**config.mk**
```make
export PLATFORM = sky130hd
export DESIGN_NAME = ddr_init_seq
export DESIGN_NICKNAME = d
export VERILOG_FILES = /design/src/rtl/ddr_init_pkg.sv /design/src/rtl/wait_timer.sv /design/src/rtl/rank_walker.sv /design/src/rtl/ddr_init_seq.sv
export SDC_FILE = /design/constraint.sdc
export NUM_CORES = 1
export LEC_CHECK = 0
export ABC_CLOCK_PERIOD_IN_PS = 7400
export CORE_ASPECT_RATIO = 1.1
export CORE_UTILIZATION = 40
export DETAILED_ROUTE_END_ITERATION = 8
export PLACE_DENSITY = 0.72
export SETUP_SLACK_MARGIN = 0.4
export SLEW_MARGIN = 20
export SYNTH_ARGS = -nofsm -noshare
export SYNTH_HDL_FRONTEND = slang
export SYNTH_SLANG_ARGS = --single-unit
```
**constraint.sdc**
```tcl
create_clock -name clk -period 7.4 [get_ports clk]
set_input_delay 1.48 -clock clk [delete_from_list [all_inputs] [get_ports clk]]
set_output_delay 1.48 -clock clk [all_outputs]
set_load 0.01 [all_outputs]
```
**src/rtl/ddr_init_pkg.sv**
```systemverilog
package ddr_init_pkg;

  typedef enum logic [2:0] {
    CMD_SELF_REF     = 3'd0,
    CMD_NOP          = 3'd1,
    CMD_PRECHARGE    = 3'd2,
    CMD_MODE_SET     = 3'd3,
    CMD_EXT_MODE_SET = 3'd4,
    CMD_AUTO_REF     = 3'd6,
    CMD_NORMAL       = 3'd7
  } dram_cmd_e;

  localparam int          NUM_STEPS   = 15;
  localparam int          STEP_W      = 4;
  localparam logic [11:0] MODE_OPER   = 12'h06A; // burst 4, interleaved, CAS 2.5
  localparam logic [11:0] MODE_DLLRST = 12'h100;
  localparam logic [11:0] EXT_DLL_ON  = 12'h000;

  function automatic dram_cmd_e step_cmd(input logic [STEP_W-1:0] s);
    case (s)
      4'd0:    return CMD_NOP;
      4'd1:    return CMD_PRECHARGE;
      4'd2:    return CMD_EXT_MODE_SET;
      4'd3:    return CMD_MODE_SET;
      4'd4:    return CMD_PRECHARGE;
      4'd13:   return CMD_MODE_SET;
      4'd14:   return CMD_NORMAL;
      default: return CMD_AUTO_REF;
    endcase
  endfunction

  function automatic logic [11:0] step_word(input logic [STEP_W-1:0] s);
    case (s)
      4'd2:    return EXT_DLL_ON;
      4'd3:    return MODE_OPER | MODE_DLLRST;
      4'd13:   return MODE_OPER;
      default: return 12'h000;
    endcase
  endfunction

  // word bit 11 -> address bit 13, word bits 9:0 -> address bits 12:3
  function automatic logic [13:0] remap_word(input logic [11:0] w);
    return {w[11], w[9:0], 3'b000};
  endfunction

endpackage

```
**src/rtl/wait_timer.sv**
```systemverilog
module wait_timer #(
  parameter int WAIT_W = 20
) (
  input  logic              clk,
  input  logic              rst_n,
  input  logic              load,
  input  logic [WAIT_W-1:0] cycles,
  output logic              expired
);
  logic [WAIT_W-1:0] cnt;

  always_ff @(posedge clk or negedge rst_n) begin
    if (!rst_n)            cnt <= '0;
    else if (load)         cnt <= cycles;
    else if (cnt != '0)    cnt <= cnt - 1'b1;
  end

  assign expired = (cnt == '0);
endmodule

```
**src/rtl/rank_walker.sv**
```systemverilog
module rank_walker #(
  parameter int RANKS   = 8,
  parameter int BOUND_W = 8,
  parameter int ADDR_W  = 32,
  parameter int SHIFT   = 25
) (
  input  logic                     clk,
  input  logic                     rst_n,
  input  logic                     go,
  input  logic [ADDR_W-1:0]        offset,
  input  logic [RANKS*BOUND_W-1:0] limits,
  input  logic                     rd_ack,
  output logic                     rd_req,
  output logic [ADDR_W-1:0]        rd_addr,
  output logic                     busy,
  output logic                     done
);
  localparam int IDX_W = (RANKS > 1) ? $clog2(RANKS) : 1;
  localparam logic [IDX_W-1:0] LAST_IDX = IDX_W'(RANKS - 1);

  typedef enum logic [1:0] {W_IDLE, W_SCAN, W_REQ} walk_st_e;

  logic [BOUND_W-1:0] lim [RANKS];
  for (genvar g = 0; g < RANKS; g++) begin : g_unpack
    assign lim[g] = limits[g*BOUND_W +: BOUND_W];
  end

  walk_st_e           st;
  logic [IDX_W-1:0]   idx;
  logic [BOUND_W-1:0] base;
  logic [BOUND_W-1:0] lim_sel;
  logic               last;

  function automatic logic [ADDR_W-1:0] rank_addr(input logic [BOUND_W-1:0] b,
                                                  input logic [ADDR_W-1:0] off);
    return (ADDR_W'(b) << SHIFT) + off;
  endfunction

  assign lim_sel = lim[idx];
  assign last    = (idx == LAST_IDX);

  always_ff @(posedge clk or negedge rst_n) begin
    if (!rst_n) begin
      st      <= W_IDLE;
      idx     <= '0;
      base    <= '0;
      rd_addr <= '0;
      done    <= 1'b0;
    end else begin
      done <= 1'b0;
      case (st)
        W_IDLE: if (go) begin
          idx  <= '0;
          base <= '0;
          st   <= W_SCAN;
        end
        W_SCAN: if (lim_sel > base) begin
          rd_addr <= rank_addr(base, offset);
          st      <= W_REQ;
        end else if (last) begin
          done <= 1'b1;
          st   <= W_IDLE;
        end else begin
          idx <= idx + 1'b1;
        end
        W_REQ: if (rd_ack) begin
          base <= lim_sel;
          if (last) begin
            done <= 1'b1;
            st   <= W_IDLE;
          end else begin
            idx <= idx + 1'b1;
            st  <= W_SCAN;
          end
        end
        default: st <= W_IDLE;
      endcase
    end
  end

  assign rd_req = (st == W_REQ);
  assign busy   = (st != W_IDLE);

  a_r4_base_rises: assert property (@(posedge clk) disable iff (!rst_n)
    busy && $past(busy) |-> base >= $past(base));
  a_r5_gap_after_ack: assert property (@(posedge clk) disable iff (!rst_n)
    rd_req && rd_ack |=> !rd_req);
endmodule

```
**src/rtl/ddr_init_seq.sv**
```systemverilog
module ddr_init_seq
  import ddr_init_pkg::*;
#(
  parameter int RANKS   = 8,
  parameter int BOUND_W = 8,
  parameter int ADDR_W  = 32,
  parameter int WAIT_W  = 20
) (
  input  logic                     clk,
  input  logic                     rst_n,
  input  logic                     start,
  input  logic [WAIT_W-1:0]        wait_cycles,
  input  logic [RANKS*BOUND_W-1:0] rank_limits,
  input  logic                     rd_ack,
  output logic [2:0]               cmd_code,
  output logic                     rd_req,
  output logic [ADDR_W-1:0]        rd_addr,
  output logic                     init_done
);
  localparam logic [STEP_W-1:0] LAST_STEP = STEP_W'(NUM_STEPS - 1);

  typedef enum logic [1:0] {T_IDLE, T_ISSUE, T_BCAST, T_PAUSE} top_st_e;

  top_st_e           st;
  logic [STEP_W-1:0] step;
  dram_cmd_e         cmd_q;
  dram_cmd_e         cur_cmd;
  logic [ADDR_W-1:0] cur_off;
  logic              walk_go, walk_done, walk_busy;
  logic              timer_load, timer_expired;

  assign cur_cmd    = step_cmd(step);
  assign cur_off    = ADDR_W'(remap_word(step_word(step)));
  assign walk_go    = (st == T_ISSUE) && (cur_cmd != CMD_NORMAL);
  assign timer_load = ((st == T_ISSUE) && (cur_cmd == CMD_NORMAL)) ||
                      ((st == T_BCAST) && walk_done);

  always_ff @(posedge clk or negedge rst_n) begin
    if (!rst_n) begin
      st        <= T_IDLE;
      step      <= '0;
      cmd_q     <= CMD_SELF_REF;
      init_done <= 1'b0;
    end else begin
      case (st)
        T_IDLE: if (start) begin
          step      <= '0;
          init_done <= 1'b0;
          st        <= T_ISSUE;
        end
        T_ISSUE: begin
          cmd_q <= cur_cmd;
          st    <= (cur_cmd == CMD_NORMAL) ? T_PAUSE : T_BCAST;
        end
        T_BCAST: if (walk_done) st <= T_PAUSE;
        T_PAUSE: if (timer_expired) begin
          if (step == LAST_STEP) begin
            init_done <= 1'b1;
            st        <= T_IDLE;
          end else begin
            step <= step + 1'b1;
            st   <= T_ISSUE;
          end
        end
        default: st <= T_IDLE;
      endcase
    end
  end

  assign cmd_code = cmd_q;

  rank_walker #(
    .RANKS(RANKS), .BOUND_W(BOUND_W), .ADDR_W(ADDR_W), .SHIFT(25)
  ) u_walk (
    .clk(clk), .rst_n(rst_n), .go(walk_go), .offset(cur_off),
    .limits(rank_limits), .rd_ack(rd_ack), .rd_req(rd_req),
    .rd_addr(rd_addr), .busy(walk_busy), .done(walk_done)
  );

  wait_timer #(.WAIT_W(WAIT_W)) u_wait (
    .clk(clk), .rst_n(rst_n), .load(timer_load),
    .cycles(wait_cycles), .expired(timer_expired)
  );

  a_r5_req_hold: assert property (@(posedge clk) disable iff (!rst_n)
    rd_req && !rd_ack |=> rd_req && $stable(rd_addr) && $stable(cmd_code));
  a_r6_normal_quiet: assert property (@(posedge clk) disable iff (!rst_n)
    cmd_code == 3'd7 |-> !rd_req);
  a_r3_addr_align: assert property (@(posedge clk) disable iff (!rst_n)
    rd_req |-> rd_addr[2:0] == 3'b000);
  a_r7_pause_quiet: assert property (@(posedge clk) disable iff (!rst_n)
    st == T_PAUSE |-> !rd_req && !walk_busy);
  a_r8_done_sticky: assert property (@(posedge clk) disable iff (!rst_n)
    init_done && !start |=> init_done);
endmodule

```
==> Word-level counts from Yosys, hierarchy flattened <==
Index checks and enable logic that the tools add are counted.
{ "totals": {"ff_bits": 76, "output_inout_bits": 37} }
{ "classes": {"n_addsub": 4, "n_lt_le_gt_ge": 2, "eq_ne": 23, "mux": 39, "bitwise_logic": 1, "reduce_logical": 22} }
{ "ops": {"columns": ["operator", "count"], "rows": [
  ["$mux 20", 2],
  ["$add 32x12->32", 1],
  ["$mux 8", 4],
  ["$bmux 8 s3", 1],
  ["$logic_not 20->1", 1],
  ["$reduce_bool 20->1", 1],
  ["$sub 20x1->20 const B", 1],
  ["$pmux 9 s2", 1],
  ["$pmux 8 s2", 1],
  ["$pmux 3 s5", 1],
  ["$mux 2", 7],
  ["$mux 3", 4],
  ["$mux 4", 3],
  ["$ne 2x2->1 const B", 6],
  ["$reduce_and 4->1", 3],
  ["$mux 1", 9],
  ["$pmux 3 s3", 1],
  ["$reduce_and 3->1", 3],
  ["$eq 4x2->1 const B", 2],
  ["$eq 4x4->1 const B", 2],
  ["$gt 8x8->1", 1],
  ["$pmux 2 s4", 1],
  ["$pmux 4 s2", 1],
  ["$eq 2x2->1 const B", 3],
  ["other kinds (21)", 31]
]} }

==> Depth between registers and ports, before layout <==
{ "logic_depth": {"ltp_word": 7, "ltp_mapped": 13, "depth_no_buf": 10} }

==> Hierarchy <==
Synthesis repeated with hierarchy kept, for this count alone.
{ "unflattened": {"hier_cells": 429, "area_unflattened_um2": 4793.3} }
{ "modules_own_cells": {"columns": ["module", "instances", "cells_per_inst", "area_per_inst_um2", "seq_area_each_um2"], "rows": [
  ["rank_walker", 1, 214, 2798.9, 1151.1],
  ["wait_timer", 1, 123, 1202.4, 500.5],
  ["ddr_init_seq", 1, 92, 792.0, 250.2]
]} }

==> Least setup slack after synthesis <==
OpenSTA, ideal clock, no wires.
{ "synth_path": {"path_type": "input to register", "from": "input rank_limits[29]", "to": "register u_walk.idx[0]", "arrival_ps": 3540, "required_time_ps": 7275, "setup_slack_ps": 3736, "stages": 10, "path_buffers": 0, "path_cell_list": "mux4_2 nand2_1 nand2_1 ha_1 a211o_1 a21oi_1 nand3_1 nand3_1 nand3_1 mux2_2"} }
{ "synth_between": {"elab_chain_cells": 6} }
{ "synth_rtl": {"columns": ["element", "line_no", "rtl"], "rows": [
  ["start, declared", "ddr_init_seq.sv:13", "input logic [RANKS*BOUND_W-1:0] rank_limits,"],
  ["$bmux 8 s3", "rank_walker.sv:39", "assign lim_sel = lim[idx];"],
  ["$mux 8 (not written as such) (2 in series)", "rank_walker.sv:39", null],
  ["$gt 8x8->1", "rank_walker.sv:57", "W_SCAN: if (lim_sel > base) begin"],
  ["$ne 2x2->1 (no line)", null, null],
  ["$reduce_and 4->1 (no line)", null, null],
  ["end signal, assigned", "rank_walker.sv:64", "idx <= idx + 1'b1;"],
  ["end signal, assigned", "rank_walker.sv:72", "idx <= idx + 1'b1;"],
  ["end, declared", "rank_walker.sv:29", "logic [IDX_W-1:0] idx;"]
]} }
Every way passes these cells. The select of a mux whose other input is x is not followed.
A chain may end at the register's enable or synchronous reset.

==> Final worst setup path <==
{ "layout_path": {"from": "input rank_limits[62]", "to": "register u_walk.idx[0]"} }
Same word-level chain as after synthesis.

==> metrics <==
CTS max path bufs=2; Die Wd=94.1 um; CP startpoint kind=primary input; PortBufs=104; Cell Area, Synth=3730 um^2; routability cong.=0.859; CTS tree=done; Slew HR=32.6%; Core Area=between 8000 and 9000 um^2; final setup fails=0; clk sinks=53; Max-cap violations=0; most used cell, CP=nand3_1; hpwl dp=roughly 7.0 mm; share of layout cells above drive strength 1=approximately 8.0%; clock power share=14.1%; Post-synth EDFFs=0; TritonCTS buffer count=5; worst hold-check path type=reg -> reg; CTS HTree Levels=2; syn_area_per_cell=9.48 um^2; most area-hungry cell type in the Yosys netlist=dfrtp_1; Yosys reg bits=53; Max Freq=234 MHz; crit-path cells=clkdlybuf4s50_1 -> mux4_2 -> nand2_1 -> nand2_1 -> ha_1 -> o21a_1 -> a21oi_1 -> nand3_1 -> nand3_1 -> nand3_1 -> mux2_2; total die area=9720 um^2; kind of critical path=in -> reg; status=finished clean; sequential power share=around a third; worst endpoint data arrival time=between 4000 and 5000 ps; measured slew at the worst slew-check pin=1010 ps; Top Ports=~130; DRC Markers=0; first-pass GRT wire length=14.1 mm; antenna-violating nets left=0; Hold Fails Final Rpt=0; Int Pwr=~850 uW; worst-path fanout max=18; initial antenna violation count=0; share of the synthesized area in the top cell type=a little over a third; CP peak stage delay=480 ps; Rows=36; Comb pwr share=52.5%; Area growth syn-to-layout=30.0%; Area contributors post-synth=dfrtp_1 36%, mux4_2 9.7%, ha_1 7.7%, nand2_1 6.4%, buf_4 5.0%; vias in the first global route=3091; sw frac=40.1%; min Tclk post-route=4280 ps; DR vias=3134; Async S/R FF share, synth=100%; Yosys cell types=56; Routed WL=8.67 mm; effective utilization at floorplan=approximately two fifths; CP endpoint kind=register; Period Utilization, post-route=57.8%; Synth Flop Type=dfrtp_1; Slowest cell on crit path=mux4_2; Leakage=1.94 nW; DR iter-0 viols=146; largest net degree at the start of global routing=54; Final Max Tran Viols=0; NetSw=569 uW; CP required=between 7000 and 8000 ps; RSZ-0062 raised after global routing=no; Clock Pin Slew Worst Setup and Hold Paths=100 ps; Power Dens Cells=292 nW/um^2; Antenna diodes=0; overall routing resource usage=18.9%; Setup TNS Final=0 ps; Root Driver=clkbuf_8; DR pass1 iterations=5; die height=between 100 and 150 um; Skew-Pair Late Insertion Delay=approximately 310 ps; Max Clock Skew=around 11 ps; CTS resizes=0; # Post-CTS Setup Buffers=0; Post-layout nets=595; Layout Utilization=54.1%; VDD IR max=0.139 mV; part of the Yosys area used for sequential elements=35.5%; Synth Instances=roughly 390; via/cell ratio=5.23; Yosys warnings=0; grt ovf=0; routed wire length per instance=14.5 um; Hold-fix buffers, CTS=0
-- stage by stage --
| step | setup slack [ps] | cell area, um^2 | hold slack, ps | instances | power (mW) |
|---|---|---|---|---|---|
| 2_1_floorplan | 3740 | 3800 | 466 | 413 | 1.03 |
| 3_3_place_gp | 2850 | 4740 | 468 | 591 | 1.20 |
| 3_5_place_dp | 2760 | 4740 | 469 | 591 | 1.23 |
| 4_1_cts | 3110 | 4850 | 494 | 599 | 1.43 |
| 5_1_grt | 2930 | 4850 | 524 | 599 | 1.54 |
| 6_report | 3120 | 4850 | 485 | 599 | 1.42 |
-- cells in the mapped netlist (2+ instances only) --
master    number
a31oi_1        3
mux2_2         4
nand4_1        2
a21oi_1       12
buf_4         25
xor2_1         2
nor3_1         9
a22o_1         9
nand3_1       11
xnor2_1       12
ha_1          23
o31ai_1        6
and2_1         3
o21a_1         2
dfrtp_1       53
mux4_2        16
nor3b_1        3
mux2_4         2
mux2i_1        7
nand4b_1       2
buf_2          3
nor4_1         4
nor2_1        22
or3_1          2
inv_1         19
nand2_1       64
a21o_1         3
clkbuf_1      13
o21ai_0       25
nand2b_1       5
o211ai_1       2
nor2b_1        2
-- cell type report --
| class | count | area, um^2 |
|---|---|---|
| clock buffers | 5 | 68.8 |
| flip-flops and latches | 53 | 1330 |
| well taps | 114 | 143 |
| multi-input cells | 299 | 2150 |
| inverters | 20 | 75.1 |
| repair buffers | 105 | 1040 |
| clock inverters | 3 | 43.8 |
| fillers | 780 | 4110 |
-- per-layer routing --
layer | global-route usage, % | vias up | wire length (um)
met3 | 4.53 | 4 | 633
met4 | 5.80 | 0 | 53
met5 | 0 | - | 0
met1 | 21.0 | 1469 | 3360
met2 | 35.5 | 128 | 4620
li1 | - | 1533 | -
-- state kept, by name, indices dropped and copies added, names as in the netlist --
register,count
u_walk.idx,3
u_walk.rd_addr,9
u_wait.cnt,20
u_walk.st,2
init_done,1
cmd_code,3
step,4
u_walk.done,1
st,2
u_walk.base,8
-- power groups by stage --
stage	clock network, mW	logic, mW	registers [mW]
2_1_floorplan	0	0.603	0.428
3_3_place_gp	0	0.726	0.475
3_5_place_dp	0	0.748	0.480
4_1_cts	0.206	0.751	0.475
5_1_grt	0.219	0.839	0.487
6_report	0.200	0.744	0.473
-- logic make-up after synthesis --
kind of cell / synth area share, %
muxes: 13.5
buffers and inverters: 8.75
DFF: 35.5
AOI/OAI and AO/OA: 13.1
and+or+nand+nor: 18.0
adders and majority gates: 7.71
other: 0.100
xor gates and xnor gates: 3.28
-- critical path: cells and delay by family --
| family | cells | cell delay (ps) |
|---|---|---|
| compound gates | 2 | 360 |
| fa+ha+maj | 1 | 300 |
| buf+inv | 1 | 440 |
| mux | 2 | 820 |
| simple gates | 5 | 1090 |
-- placed cells by master, fill, tap and decap left out, types with 4 or more instances in the layout --
cell	Yosys	final
xnor2_1	12	12
conb_1	1	20
dfrtp_1	53	53
o31ai_1	6	6
inv_1	19	19
mux2_2	4	4
mux2i_1	7	7
a21oi_1	12	12
ha_1	23	23
nor2_1	22	22
clkdlybuf4s50_1	0	103
nand2_1	64	64
clkbuf_8	0	5
nor4_1	4	4
nand3_1	11	11
a22o_1	9	8
nor3_1	9	9
o21ai_0	25	25
mux4_2	16	16
nand2b_1	5	5
-- worst paths after layout --
kind / start / cells after the start / to / slack [ps]
max reg2reg: u_walk.idx[0] / 10 / u_walk.idx[0] / 3580
max in group asynchronous: rst_n / 2 / cmd_code[1] / 5680
min reg2reg: u_walk.rd_addr[29] / 2 / u_walk.rd_addr[29] / 490
min: u_walk.rd_addr[29] / 2 / u_walk.rd_addr[29] / 490
min in group asynchronous: rst_n / 2 / u_wait.cnt[3] / 1280
max: rank_limits[62] / 11 / u_walk.idx[0] / 3120
No activity file was read; power rests on OpenSTA's default activity.
